File: src/rtl/pfs_pkg.sv
package pfs_pkg;
    typedef enum logic [2:0] {
        ST_RUN         = 3'd0,
        ST_SLEEP_ENTRY = 3'd1,
        ST_SLEEP       = 3'd2,
        ST_WAKE_SETTLE = 3'd3,
        ST_RESET       = 3'd4
    } pfs_state_e;

    localparam int FAULT_BATT   = 0;
    localparam int FAULT_SUPPLY = 1;
    localparam int NUM_FAULTS   = 2;
endpackage

File: src/rtl/pfs_sync.sv
module pfs_sync #(
    parameter int          WIDTH     = 4,
    parameter int          STAGES    = 2,
    parameter logic [WIDTH-1:0] RST_VAL = '0
) (
    input  logic             clk,
    input  logic             rst_n,
    input  logic [WIDTH-1:0] d_async,
    output logic [WIDTH-1:0] q_sync
);
    logic [WIDTH-1:0] stage_q [STAGES];

    always_ff @(posedge clk or negedge rst_n) begin
        if (!rst_n) begin
            for (int i = 0; i < STAGES; i++) stage_q[i] <= RST_VAL;
        end else begin
            stage_q[0] <= d_async;
            for (int i = 1; i < STAGES; i++) stage_q[i] <= stage_q[i-1];
        end
    end

    assign q_sync = stage_q[STAGES-1];
endmodule

File: src/rtl/pfs_fault_qual.sv
module pfs_fault_qual #(
    parameter int QUAL_TICKS = 33
) (
    input  logic clk,
    input  logic rst_n,
    input  logic tick,
    input  logic flt_act,
    input  logic clr,
    output logic hit,
    output logic held
);
    localparam int CW = $clog2(QUAL_TICKS + 1);
    localparam logic [CW-1:0] LAST = CW'(QUAL_TICKS - 1);
    localparam logic [CW-1:0] FULL = CW'(QUAL_TICKS);

    logic [CW-1:0] cnt_q;

    always_ff @(posedge clk or negedge rst_n) begin
        if (!rst_n) begin
            cnt_q <= '0;
        end else if (clr || !flt_act) begin
            cnt_q <= '0;
        end else if (tick && cnt_q != FULL) begin
            cnt_q <= cnt_q + 1'b1;
        end
    end

    assign hit  = !clr && flt_act && tick && (cnt_q == LAST);
    assign held = (cnt_q == FULL);

    AST_QUAL_SATURATE: assert property (@(posedge clk) disable iff (!rst_n)
        cnt_q <= FULL);
    AST_QUAL_CLEARED: assert property (@(posedge clk) disable iff (!rst_n)
        (clr || !flt_act) |=> (cnt_q == '0));
endmodule

File: src/rtl/pfs_blank_timer.sv
module pfs_blank_timer #(
    parameter int BLANK_TICKS = 328
) (
    input  logic clk,
    input  logic rst_n,
    input  logic tick,
    input  logic run,
    output logic done
);
    localparam int CW = $clog2(BLANK_TICKS + 1);
    localparam logic [CW-1:0] LAST = CW'(BLANK_TICKS - 1);

    logic [CW-1:0] cnt_q;

    always_ff @(posedge clk or negedge rst_n) begin
        if (!rst_n) begin
            cnt_q <= '0;
        end else if (!run) begin
            cnt_q <= '0;
        end else if (tick && cnt_q != LAST) begin
            cnt_q <= cnt_q + 1'b1;
        end
    end

    assign done = run && tick && (cnt_q == LAST);

    AST_BLANK_BOUND: assert property (@(posedge clk) disable iff (!rst_n)
        cnt_q <= LAST);
endmodule

File: src/rtl/pfs_sleep_seq.sv
module pfs_sleep_seq
    import pfs_pkg::*;
#(
    parameter int SYNC_STAGES = 2,
    parameter int QUAL_TICKS  = 33,
    parameter int BLANK_TICKS = 328
) (
    input  logic clk,
    input  logic rst_n,
    input  logic tick_32k,
    input  logic batt_fault_n,
    input  logic supply_fault_n,
    input  logic wake_req,
    input  logic hard_reset_n,
    input  logic fault_sleep_en,
    output logic pwr_en,
    output logic sleep_ind,
    output logic reset_out,
    output logic fault_exc
);
    // synchronised bit order: [3] hard reset, [2] wake, [1] supply_n, [0] batt_n
    logic [3:0] raw_in;
    logic [3:0] syn_in;
    logic       batt_act;
    logic       wake_s;
    logic       hrst_ok;

    logic [NUM_FAULTS-1:0] flt_act;
    logic [NUM_FAULTS-1:0] flt_clr;
    logic [NUM_FAULTS-1:0] flt_hit;
    logic [NUM_FAULTS-1:0] flt_held;

    logic       blank_done;
    pfs_state_e state_q, state_nx;
    logic       exc_nx;

    assign raw_in = {hard_reset_n, wake_req, supply_fault_n, batt_fault_n};

    pfs_sync #(
        .WIDTH  (4),
        .STAGES (SYNC_STAGES),
        .RST_VAL(4'b0011)
    ) u_sync (
        .clk    (clk),
        .rst_n  (rst_n),
        .d_async(raw_in),
        .q_sync (syn_in)
    );

    assign batt_act = !syn_in[0];
    assign wake_s   = syn_in[2];
    assign hrst_ok  = syn_in[3];

    assign flt_act[FAULT_BATT]   = !syn_in[0];
    assign flt_act[FAULT_SUPPLY] = !syn_in[1];
    assign flt_clr[FAULT_BATT]   = (state_q == ST_RESET);
    assign flt_clr[FAULT_SUPPLY] = (state_q == ST_RESET) || (state_q == ST_WAKE_SETTLE);

    for (genvar g = 0; g < NUM_FAULTS; g++) begin : g_qual
        pfs_fault_qual #(
            .QUAL_TICKS(QUAL_TICKS)
        ) u_qual (
            .clk    (clk),
            .rst_n  (rst_n),
            .tick   (tick_32k),
            .flt_act(flt_act[g]),
            .clr    (flt_clr[g]),
            .hit    (flt_hit[g]),
            .held   (flt_held[g])
        );
    end

    pfs_blank_timer #(
        .BLANK_TICKS(BLANK_TICKS)
    ) u_blank (
        .clk  (clk),
        .rst_n(rst_n),
        .tick (tick_32k),
        .run  (state_q == ST_WAKE_SETTLE),
        .done (blank_done)
    );

    // next-state logic
    always_comb begin
        state_nx = state_q;
        exc_nx   = 1'b0;
        if (!hrst_ok) begin
            state_nx = ST_RESET;
        end else begin
            unique case (state_q)
                ST_RUN: begin
                    exc_nx = |flt_hit;
                    if (|flt_hit && fault_sleep_en) state_nx = ST_SLEEP_ENTRY;
                end
                ST_SLEEP_ENTRY: state_nx = ST_SLEEP;
                ST_SLEEP: begin
                    if (wake_s && !batt_act) state_nx = ST_WAKE_SETTLE;
                end
                ST_WAKE_SETTLE: begin
                    if (flt_held[FAULT_BATT]) state_nx = ST_SLEEP_ENTRY;
                    else if (blank_done)      state_nx = ST_RUN;
                end
                ST_RESET: state_nx = ST_RUN;
                default:  state_nx = ST_RESET;
            endcase
        end
    end

    // state register
    always_ff @(posedge clk or negedge rst_n) begin
        if (!rst_n) begin
            state_q   <= ST_RESET;
            fault_exc <= 1'b0;
        end else begin
            state_q   <= state_nx;
            fault_exc <= exc_nx;
        end
    end

    // outputs
    always_comb begin
        pwr_en    = 1'b1;
        sleep_ind = 1'b0;
        reset_out = 1'b0;
        unique case (state_q)
            ST_SLEEP_ENTRY, ST_SLEEP: begin
                pwr_en    = 1'b0;
                sleep_ind = 1'b1;
            end
            ST_RESET: reset_out = 1'b1;
            default: ;
        endcase
    end

    AST_ENTRY_TO_SLEEP: assert property (@(posedge clk) disable iff (!rst_n)
        (state_q == ST_SLEEP_ENTRY) |=> (state_q == ST_SLEEP || state_q == ST_RESET));
    AST_NO_WAKE_BATT_LOW: assert property (@(posedge clk) disable iff (!rst_n)
        (state_q == ST_SLEEP && batt_act) |=> (state_q != ST_WAKE_SETTLE));
    AST_RESET_OVERRIDE: assert property (@(posedge clk) disable iff (!rst_n)
        !hrst_ok |=> (state_q == ST_RESET));
    AST_EXC_SINGLE: assert property (@(posedge clk) disable iff (!rst_n)
        fault_exc |=> !fault_exc);
    AST_SUPPLY_BLANKED: assert property (@(posedge clk) disable iff (!rst_n)
        (state_q == ST_WAKE_SETTLE && $past(state_q) == ST_WAKE_SETTLE)
            |-> !flt_held[FAULT_SUPPLY]);
    AST_PWR_DURING_SETTLE: assert property (@(posedge clk) disable iff (!rst_n)
        (state_q == ST_WAKE_SETTLE) |-> pwr_en);
endmodule

File: config.mk
export PLATFORM = sky130hd
export DESIGN_NAME = pfs_sleep_seq
export DESIGN_NICKNAME = d
export VERILOG_FILES = /design/src/rtl/pfs_pkg.sv /design/src/rtl/pfs_sync.sv /design/src/rtl/pfs_fault_qual.sv /design/src/rtl/pfs_blank_timer.sv /design/src/rtl/pfs_sleep_seq.sv
export SDC_FILE = /design/constraint.sdc
export NUM_CORES = 1
export LEC_CHECK = 0
export ABC_AREA = 1
export BUFFER_PORTS_ARGS = -buffer_cell sky130_fd_sc_hd__buf_2
export CAP_MARGIN = 20
export CELL_PAD_IN_SITES_DETAIL_PLACEMENT = 0
export CELL_PAD_IN_SITES_GLOBAL_PLACEMENT = 1
export CORE_MARGIN = 3
export CORE_UTILIZATION = 48
export CTS_CLUSTER_SIZE = 28
export DETAILED_ROUTE_END_ITERATION = 6
export GPL_ROUTABILITY_DRIVEN = 0
export GPL_TIMING_DRIVEN = 0
export PLACE_DENSITY_LB_ADDON = 0.1
export SYNTH_ARGS = -nofsm -noshare
export SYNTH_HDL_FRONTEND = slang
export SYNTH_SLANG_ARGS = --single-unit
export TNS_END_PERCENT = 10
File: constraint.sdc
create_clock -name clk -period 2.6 [get_ports clk]
set_input_delay 0.26 -clock clk [delete_from_list [all_inputs] [get_ports clk]]
set_output_delay 0.26 -clock clk [all_outputs]
set_load 0.1 [all_outputs]
Yosys cells after proc, flatten, opt, wreduce, memory -nomap -nowiden
Index checks and enable logic that the tools add are counted.
- flip-flop bits (word level): 33
- input bits: 8
- output and inout port bits: 4
- logic and storage cells: 68
- add/sub/neg operators: 3
- eq/ne operators: 15
- multiplexer cells: 17
- reduce and logical (&&, ||, !) cells: 26
- operator list (operator ; count):
    two-way mux 6 bit ; 4
    == test 6 bit, second input constant ; 3
    two-way mux 9 bit ; 2
    two-way mux 3 bit ; 5
    case mux 3 bit (5 select lines) ; 1
    logical AND 1 bit ; 13
    adder 6 x 1 -> 6 bit, second input constant ; 2
    != test 6 bit, second input constant ; 2
    adder 9 x 1 -> 9 bit, second input constant ; 1
    == test 9 bit, second input constant ; 1
    != test 9 bit, second input constant ; 1
    == test 3 x 2 -> 1 bit, second input constant ; 2
    != test 3 bit, second input constant ; 2
    two-way mux 1 bit ; 5
    zero test 1 bit ; 4
    != test 4 bit, second input constant ; 1
    nonzero test 2 bit ; 2
    OR reduction 2 bit ; 2
    == test 3 x 1 -> 1 bit, second input constant ; 1
    == test 3 bit, second input constant ; 1
    zero test 3 bit ; 1
    logical OR 1 bit ; 3
    AND reduction 3 bit ; 1
    != test 2 bit, second input constant ; 1

Longest topological paths before layout
- word-level depth: 11
- depth in mapped cells: 10
- gate-level depth less buffers: 10

Modules after synthesis
Synthesis repeated with hierarchy kept, for this count alone.
- cells, all modules: 253
- area, all modules: 1983.2 µm²
- modules (own cells, without submodules) (module ; times used ; cells each ; area an instance (µm²) ; seq. area each (µm²)):
    pfs_blank_timer ; 1 ; 93 ; 600.6 ; 225.2
    pfs_fault_qual at g_qual[0].u_qual ; 1 ; 54 ; 441.7 ; 150.1
    pfs_fault_qual at g_qual[1].u_qual ; 1 ; 54 ; 416.6 ; 150.1
    pfs_sleep_seq ; 1 ; 40 ; 289.0 ; 101.3
    pfs_sync ; 1 ; 12 ; 235.2 ; 205.2

Worst setup path after synthesis
OpenSTA, ideal clock, no wires.
- kind: reg2out
- from: register state_q[1]
- to: output port sleep_ind
- arrival: 2.318 ns
- setup slack: 0.022 ns
- cell stages (with the launch flop): 5
- buffers on the path: 0
- cell sequence: dfrtp_1 > nor2_2 > inv_1 > nand3_1 > inv_1
- word-level cells in the longest chain between the ends: 3
- elaborated cells between the ends (all ways): 4
- those cells by class: eq/ne (2); mux (1); reduce/logical (1)
- ends and longest elaborated chain (element ; line ; RTL):
    from (decl) ; pfs_sleep_seq.sv:34 ; pfs_state_e state_q, state_nx;
    from (signal assigned) ; pfs_sleep_seq.sv:115 ; state_q <= state_nx;
    == test 3 x 1 -> 1 bit / == test 3 x 2 -> 1 bit (equally long branches) ; pfs_sleep_seq.sv:125 ; unique case (state_q)
    OR reduction 2 bit (*) ; pfs_sleep_seq.sv:125 ;
    two-way mux 1 bit (*) ; pfs_sleep_seq.sv:125 ;
    to (decl) ; pfs_sleep_seq.sv:17 ; output logic sleep_ind,
Mark *: on every way between the ends. The rest lies on a longest branch, timed or not.

Final worst setup path
- from: register state_q[1]
- to: output port pwr_en
- word-level cells in the longest chain between the ends: 3
- elaborated cells between the ends (all ways): 4
- those cells by class: eq/ne (2); mux (1); reduce/logical (1)
- ends and longest elaborated chain (element ; line ; RTL):
    == test 3 x 1 -> 1 bit / == test 3 x 2 -> 1 bit (equally long branches) ; pfs_sleep_seq.sv:125 ;
    OR reduction 2 bit (*) ; pfs_sleep_seq.sv:125 ;
    two-way mux 1 bit (*) ; pfs_sleep_seq.sv:125 ;
    to (decl) ; pfs_sleep_seq.sv:16 ; output logic pwr_en,
Marked as above.

==> reports/summary.txt <==
Status: complete, no violations
VDD IR max: 0.423 mV
Pleak: 0.000948 µW
Yosys Warn Count: 0
Crit Path Category: flip-flop to primary output
Ports: 12
Combinational Power Share: 8.8%
# nets final: 255
Hold Vio Cnt, Final: 0
Synth Flop Type: dfrtp_1
Post-CTS sizing: 0
Layout cells sized above 1: 21.6%
FP Rows: 21
TritonCTS buffer count: 5
Area grow syn2layout: 13.3%
Post-CTS Setup Bufs: 0
Syn nets: 238
Design area: 0.00206 mm²
Synth cell types: 26
Reg2reg end: u_blank.cnt_q[6]
Synth top area share: 38.5%
Die height: 67.5 µm
Setup TNS: 0 ns
Final period util: 71.8%
Synth Cell Area: 0.00182 mm²
Initial DRC count: 69
GRT overflow: 0
Input/output buffers: 10
Mapped Cells: 223
Final Skew: 0.00403 ns
Die area: 0.00456 mm²
Synth Register Bits: 33
Max FO, Critical Path: 5
CP required: 2.34 ns
FMAX: 536 MHz
Post-synth EDFFs: 0
Placed cell area: 0.00193 mm²
MaxCap Viol Count: 0
Crit path capture type: primary output
Synth top area cells: dfrtp_1 39%, nand2_1 9.9%, dfstp_2 7.2%
Reg2Reg Depth: 9
Switch Pwr: 284 µW
Pwr Total: 1220 µW
First-pass GRT wire length: 6120 µm
HP Class: primary input to asynchronous set/reset pin
DR vias: 1430
# diodes: 0
Worst-Skew Late Latency: 0.29 ns
Reg clk slew, reported paths: 0.07 ns
Clk root buf: clkbuf_8
TritonRoute pass-1 iters: 4
DRC Markers: 0
Final Setup Violations: 0
RSZ-0062 raised after global routing: no
WP data arrival: 1.61 ns
Core area: 0.00349 mm²
Sw Share: 23.3%
Pins Over Slew Limit: 0
Detailed-route wire length per cell: 12.0 µm
Global-route usage over all layers: 18.1%
Cell-internal power: 935 µW
Post-synthesis async set-or-reset flop share: 100%
Register area share after synthesis: 45.8%
Initial antenna violation count: 0
Least-Margin Pin Slew: 0.711 ns
Max_slew headroom: 52.6%
Power Density: 592 mW/mm²
Drt total wl: 3450 µm
Cts hold-fix bufs: 0
CP Launch Type: flip-flop
Mean Syn Cell Area: 8.15 µm²
Sink Count: 33
CTS tree: built
Dominant cell type by area after synthesis: dfrtp_1
H-tree depth: 2
Setup crit end: pwr_en
Largest net degree at the start of global routing: 34
Initial core utilization: 52.0%
Minimum clock period: 1.87 ns
Layout fillers: 331
Sequential power share: 44.5%
Remaining antenna violation count: 0
DP Wirelength: 2530 µm
R2r setup slk: 1.12 ns
Drt via density: 4.98
Final Core Density: 58.9%
Vias in the first global route: 1397
CTS max path bufs: 2
Clock power share: 46.7%
Die width: 67.5 µm
CP startpoint: state_q[1]
Final hold slack: 0.0220 ns
Critical R2R Launch: u_blank.cnt_q[0]
[layout make-up]
type	count	area [µm²]	area share [%]
multi-input combinational	152	835	40.5
sequential	33	832	40.4
inverter	36	135	6.56
clock buffer	5	68.8	3.34
clock inverter	3	65.1	3.16
tap	46	57.6	2.79
timing repair buffer	10	50.0	2.43
buffer	2	16.3	0.790
[state kept, by name, summed over array words and instances, names as in the netlist]
name and cells:
g_qual.u_qual.cnt_q 12, u_blank.cnt_q 9, u_sync.q_sync 4, u_sync.stage_q 4, state_q 3, fault_exc 1
[layer usage]
layer  wire length, µm  vias to the layer above  track usage, %
li1                  -                      748               -
met1              1630                      656            21.6
met2              1620                       19            30.0
met3               136                        7            4.49
met4                63                        0            9.37
met5                 0                        -               0
[logic make-up (layout without fill, tap and decap cells)]
group                      Yosys count  count (layout)  share of synthesized area [%]
AOI/OAI and AO/OA                   27              27                           9.29
xor gates and xnor gates             5               5                           2.41
adders and majority gates            7               7                           4.82
buffers and inverters               38              56                           8.33
DFF                                 33              33                           45.8
and+or+nand+nor                    113             113                           29.4
[cell usage in the layout (no fill, tap or decap), types with 7 or more instances in the layout]
cell type   n
dfrtp_1    28
o21ai_1    10
inv_1      26
nand2_1    48
nor2_1     20
ha_1        7
buf_2      11
a21oi_1     8
nand3_1    19
inv_2      10
nand4_1     9
[per-stage QoR]
step / setup WS [ns] / instances
final: 0.733 / 287
after CTS: 0.721 / 287
after detailed placement: 1.04 / 279
after global routing: 0.607 / 287
after floorplan: 0.0218 / 223
after global placement: 1.06 / 279
[cells in the mapped netlist, types with 5 or more instances]
library cell,count
inv_2,10
nand4_1,9
dfrtp_1,28
dfstp_2,5
a21oi_1,8
nand3_1,19
ha_1,7
xor2_1,5
o21ai_1,10
inv_1,26
o21ai_2,6
nor2_1,20
nand2_1,48
[critical path, stage by stage, from the launching register on]
cell and delay [ns]:
dfrtp_1 0.44, nor2_2 0.24, inv_1 0.09, nand3_1 0.11, buf_2 0.44
[worst min path at each step]
stage                      startpoint                         to  slack (ns)  cells past startpoint
floorplan                       rst_n                  fault_exc       -0.04                      0
global placement    u_sync.stage_q[7]           u_sync.q_sync[3]        0.33                      0
detailed placement  u_sync.stage_q[7]           u_sync.q_sync[3]        0.34                      0
CTS                             rst_n                  fault_exc        0.05                      1
global route           supply_fault_n          u_sync.stage_q[5]        0.06                      1
finish                          rst_n  g_qual[0].u_qual.cnt_q[2]        0.02                      1
[power by group through the flow]
stage / Combinational [µW] / Clock [µW] / Sequential (µW)
2_1_floorplan: 79.2 / 0 / 549
3_3_place_gp: 107 / 0 / 551
3_5_place_dp: 109 / 0 / 552
4_1_cts: 110 / 589 / 542
5_1_grt: 121 / 617 / 544
6_report: 108 / 569 / 543
Note: power is estimated with default switching activity, not from simulation.
